File: config.mk
export PLATFORM = sky130hd
export DESIGN_NAME = ipk_rename_table
export DESIGN_NICKNAME = d
export VERILOG_FILES = /design/src/rtl/ipk_rename_table.sv
export SDC_FILE = /design/constraint.sdc
export NUM_CORES = 1
export LEC_CHECK = 0
export ABC_AREA = 1
export BUFFER_PORTS_ARGS = -buffer_cell sky130_fd_sc_hd__buf_2
export CAP_MARGIN = 20
export CORE_MARGIN = 2
export CORE_UTILIZATION = 35
export DETAILED_ROUTE_END_ITERATION = 8
export GPL_ROUTABILITY_DRIVEN = 0
export PLACE_DENSITY = 0.49
export SLEW_MARGIN = 15
export SYNTH_ARGS = -nofsm -noshare
export SYNTH_HDL_FRONTEND = slang
export SYNTH_SLANG_ARGS = --single-unit
File: constraint.sdc
create_clock -name clk -period 1.57 [get_ports clk]
set_clock_uncertainty 0.05 [all_clocks]
set_input_delay 0.157 -clock clk [delete_from_list [all_inputs] [get_ports clk]]
set_output_delay 0.157 -clock clk [all_outputs]
set_load 0.01 [all_outputs]
File: src/rtl/ipk_rename_table.sv
// Register status table: one pending flag and one producer ROB tag per register.
// Write priority: slot 1 over slot 0 over commit. Flush clears every pending flag.
// Reads are combinational and show the state before the coming edge.
module ipk_rename_table #(
    parameter int NUM_REGS = 32,
    parameter int TAG_W    = 4,
    parameter int NRD      = 4,
    localparam int REG_W   = $clog2(NUM_REGS)
) (
    input  logic                   clk,
    input  logic                   rst_n,
    input  logic                   flush,
    input  logic                   wr0_en,
    input  logic [REG_W-1:0]       wr0_reg,
    input  logic [TAG_W-1:0]       wr0_tag,
    input  logic                   wr1_en,
    input  logic [REG_W-1:0]       wr1_reg,
    input  logic [TAG_W-1:0]       wr1_tag,
    input  logic                   cm_en,
    input  logic [REG_W-1:0]       cm_reg,
    input  logic [TAG_W-1:0]       cm_tag,
    input  logic [NRD*REG_W-1:0]   rd_reg,
    output logic [NRD-1:0]         rd_pend,
    output logic [NRD*TAG_W-1:0]   rd_tag
);
    logic [NUM_REGS-1:0] busy;
    logic [TAG_W-1:0]    tag_q [NUM_REGS];

    // State update: reset, flush, then issue writes and matching commits.
    always_ff @(posedge clk) begin
        if (!rst_n) begin
            busy <= '0;
            for (int r = 0; r < NUM_REGS; r++) tag_q[r] <= '0;
        end else if (flush) begin
            busy <= '0;
        end else begin
            for (int r = 0; r < NUM_REGS; r++) begin
                if (wr1_en && wr1_reg == REG_W'(r)) begin
                    busy[r]  <= 1'b1;
                    tag_q[r] <= wr1_tag;
                end else if (wr0_en && wr0_reg == REG_W'(r)) begin
                    busy[r]  <= 1'b1;
                    tag_q[r] <= wr0_tag;
                end else if (cm_en && cm_reg == REG_W'(r) && busy[r] && tag_q[r] == cm_tag) begin
                    busy[r] <= 1'b0;
                end
            end
        end
    end

    // Read ports: a register that is not pending reports tag zero.
    for (genvar i = 0; i < NRD; i++) begin : g_rd
        logic [REG_W-1:0] idx;
        assign idx                    = rd_reg[i*REG_W +: REG_W];
        assign rd_pend[i]             = busy[idx];
        assign rd_tag[i*TAG_W +: TAG_W] = busy[idx] ? tag_q[idx] : '0;
    end

    // when both slots write one register, slot 1's tag survives the edge.
    a_r10_last_write_wins: assert property (@(posedge clk) disable iff (!rst_n)
        (!flush && wr0_en && wr1_en && wr0_reg == wr1_reg)
        |=> (busy[$past(wr1_reg)] && tag_q[$past(wr1_reg)] == $past(wr1_tag)));

    // a flush leaves no register pending.
    a_r6_flush_clears: assert property (@(posedge clk) disable iff (!rst_n)
        flush |=> ($countones(busy) == 0));

    // a commit with a wrong tag and no competing write keeps the entry.
    a_r11_tag_mismatch_keeps: assert property (@(posedge clk) disable iff (!rst_n)
        (!flush && cm_en && busy[cm_reg] && tag_q[cm_reg] != cm_tag)
        |=> busy[$past(cm_reg)]);
endmodule

==> metrics.log <==
INFO  metric layout_setup_ws = -0.575 ns
INFO  metric drive_above_1_share = between 20% and 30%
INFO  metric count_of_endpoints_failing_hold_in_the_final_timing_report = 0
INFO  metric timing.reg2reg.setup_slack = around 0.1 ns
INFO  metric required = between 1 and 1.5 ns
INFO  metric footprint_of_the_multi_input_gates = roughly 11000 um2
INFO  metric tritoncts = done
INFO  metric hold-worst-slack = 0.155 ns
INFO  metric async_flop_share = 0%
INFO  metric place.detailed.hpwl = roughly 60000 um
INFO  metric cap_violations = 0
INFO  metric critical-path-top-delay-family = flip-flops
INFO  metric violations = negative setup slack
INFO  metric timing_worst_slew_pin_value = approximately 0.56 ns
INFO  metric cpMaxStageDelayCell = edfxtp_1
INFO  metric syn_nets = approximately 2800
INFO  metric post-place-ws = -0.298 ns
INFO  metric clock_sink_count = 160
INFO  metric grt_pass1_vias = between 15000 and 20000
INFO  metric tritoncts.num_buffers = 17
INFO  metric period_minus_slack = around 2.1 ns
INFO  metric clk_root_buffer_cell = clkbuf_16
INFO  metric arrival_time_at_the_worst_endpoint = ~1.9 ns
INFO  metric ff_latch_area = approximately 4600 um2
INFO  metric fp.dieArea = between 40000 and 50000 um2
INFO  metric status = complete, but fails checks
INFO  metric core.rowCount = between 70 and 80
INFO  metric holdPathEnd = tag_q[8][0]$_SDFFCE_PN0P_
INFO  metric crit-reg2reg-capture = busy[20]$_SDFFE_PP0P_
INFO  metric h-tree-depth = 4
INFO  metric power_per_cell_area = about 650 nW/um2
INFO  metric critical_path.n_buffers_inverters = 2
INFO  metric worstRegToRegCells = 8
INFO  metric synthesis.area = between 15000 and 20000 um2
INFO  metric crit_path_end_kind = primary output
INFO  metric fin_total_pwr = 14000 uW
INFO  metric grt_overflow = 0
INFO  metric route.vias.total = around 21000
INFO  metric number_of_nets_in_the_layout = slightly above 3000
INFO  metric cts_buffer_depth = 2
INFO  metric route.met3.wl = a little over 9000 um
INFO  metric final_min_period_over_clock_period = 137%
INFO  metric route.top_layer_used = met4
INFO  metric grt_first_pass_wirelength = about 120000 um
INFO  metric worstSkewPairLatency = 0.44 ns
INFO  metric min-delay-start = wr1_tag[0]
INFO  metric final-setup-viol-count = 20
INFO  metric peak_per_stage_delay_on_the_critical_path = around 0.51 ns
INFO  metric gr-usage-all-layers = around a third
INFO  metric min_path_type = in -> reg
INFO  metric yosys_warnings = 0
INFO  metric dr_wl_met2 = 33400 um
INFO  metric critical_path.reg2reg.startpoint = tag_q[20][0]$_SDFFCE_PN0P_
INFO  metric timing.critical_path.from_type = flop
INFO  metric hold_path_cell_cnt = 3
INFO  metric drt_first_pass_iters = 7
INFO  metric antenna_cells_inserted = 0
INFO  metric flow.area_growth_from_synthesis = 35.0%
INFO  metric wirelength_met1 = 33600 um
INFO  metric ir_worst_vdd = 0.743 mV
INFO  metric grt_max_degree = 80
INFO  metric maxClockFrequency = ~470 MHz
INFO  metric crit_path_start = tag_q[30][1]$_SDFFCE_PN0P_
INFO  metric initial_core_util = ~35%
INFO  metric cts_hold_buffers = 0
INFO  metric timing.final.max_slew_violations = 0
INFO  metric synth_sequential_area_ratio = approximately 28%
INFO  metric rsz0062_at_grt = yes
INFO  metric clkSlewWorstSetupHoldPaths = 0.06 ns
INFO  metric crit_top_cell = nand3_1
INFO  metric drt.antenna.violating_nets = 0
INFO  metric worst-setup-path-type = reg -> out
INFO  metric antenna_found_initial = 0
INFO  metric drt_wl_total = 79500 um
INFO  metric portBuffers = approximately 70
INFO  metric worstPathCellList = buf_4 > o211ai_1 > nand3_1 > nand3_1 > nand3_1 > nand2_1 > nor2_1 > buf_2
INFO  metric die_height = roughly 220 um
INFO  metric routed_wire_length_per_instance = ~22 um
INFO  metric fill_cells = 4655
INFO  metric dieWidth = ~220 um
INFO  metric syn_area_per_cell = approximately 5.9 um2
INFO  metric postSynthRegisterBits = 160
INFO  metric number_of_drc_markers_after_the_initial_detailed_route_iteration = between 2000 and 3000
INFO  metric detail_route.vias_per_cell = just under 6
INFO  metric static-leakage-power = 0.00958 uW
INFO  metric io_pins = between 70 and 80
INFO  metric critical_path_peak_fanout = 3
INFO  metric relSlewSlack = between 60% and 70%
INFO  metric ys.flop_type = edfxtp_1
INFO  metric fp.coreArea = 45400 um2
INFO  metric synth-edff-count = 128
INFO  metric remaining_drc_errors = 0
INFO  metric syn-instance-count = roughly 2700
INFO  metric synthDistinctLibCells = 35
==> tightest hold or removal path, stage by stage <==
cell     delay [ns]
buf_2          0.17
nand2_1        0.09
a21oi_1        0.06
==> stage by stage <==
stage               util, %  setup TNS, ns  instance area (um2)  cells
global route           47.8         -10.49                21700   3596
finish                 47.8          -9.38                21700   3596
global placement       43.2         -16.87                19600   3546
detailed placement     43.2         -20.22                19600   3546
floorplan                 -        -0.0147                16100   2710
CTS                    46.6          -9.05                21200   3592
==> cells in the final DEF (no fill, tap or decap), types with 55 or more instances in the layout <==
| master | synthesis | final |
|---|---|---|
| o21ai_0 | 133 | 131 |
| buf_4 | 11 | 293 |
| nor2_1 | 97 | 91 |
| nand3_2 | 0 | 132 |
| nand3_1 | 602 | 457 |
| buf_2 | 54 | 64 |
| inv_2 | 7 | 105 |
| a21oi_1 | 186 | 185 |
| edfxtp_1 | 128 | 128 |
| o22ai_1 | 56 | 55 |
| nand2_2 | 3 | 68 |
| nand2_1 | 912 | 840 |
| inv_1 | 213 | 109 |
==> flip-flops by register name, summed over array words and instances (netlist names) <==
register and cells:
tag_q 128, busy 32
==> repair_timing <==
action                                  in CTS  in global routing
buffers inserted                            15                  9
gates resized for setup                    312                137
pin swaps                                  122                 97
endpoints found under the setup margin      20                 21
==> layout make-up <==
type / instances / share of cell area (%)
Multi-Input combinational cell: 2122 / 50.4
Sequential cell: 160 / 21.0
Timing Repair Buffer: 451 / 18.4
Inverter: 231 / 4.09
Tap cell: 600 / 3.46
Clock buffer: 18 / 1.98
Clock inverter: 14 / 0.664
==> how the worst max path moves through the flow <==
stage | to | slack, ns | cells after the start
floorplan | tag_q[25][0]$_SDFFCE_PN0P_ | -0.002 | 8
global placement | rd_pend[0] | -0.27 | 11
detailed placement | rd_tag[15] | -0.30 | 12
CTS | rd_tag[9] | -0.53 | 8
global route | rd_tag[2] | -0.64 | 10
finish | rd_tag[9] | -0.57 | 8
==> power by group <==
group          total (uW)  internal [uW]  switching, uW  leakage, uW
registers            5120           4820            298      0.00150
logic                4760           1710           3050      0.00780
clock network        4110           2330           1780     0.000271
==> cells in the mapped netlist (13+ instances only) <==
library cell / count / area share [%]
a211oi_1: 19 / 0.89
a21oi_1: 186 / 5.8
buf_1: 13 / 0.30
buf_2: 54 / 1.7
clkbuf_1: 117 / 2.7
dfxtp_1: 32 / 4.0
edfxtp_1: 128 / 24
inv_1: 213 / 5.0
nand2_1: 912 / 21
nand3_1: 602 / 19
nor2_1: 97 / 2.3
nor3_1: 15 / 0.47
o211ai_1: 32 / 1.5
o21ai_0: 133 / 4.1
o22ai_1: 56 / 2.2
==> kinds of logic after synthesis <==
family	Yosys count	share of synthesized area (%)
buf+inv	428	10.8
xor+xnor	15	0.818
simple gates	1669	45.2
flops	160	27.9
compound gates	438	15.3
==> layer usage <==
layer | track usage, % | vias to the layer above
met1 | 46.8 | 9724
met5 | 0 | -
met4 | 13.2 | 0
li1 | - | 9636
met2 | 47.7 | 1351
met3 | 5.89 | 156
Power figures use the tool's default switching activity.
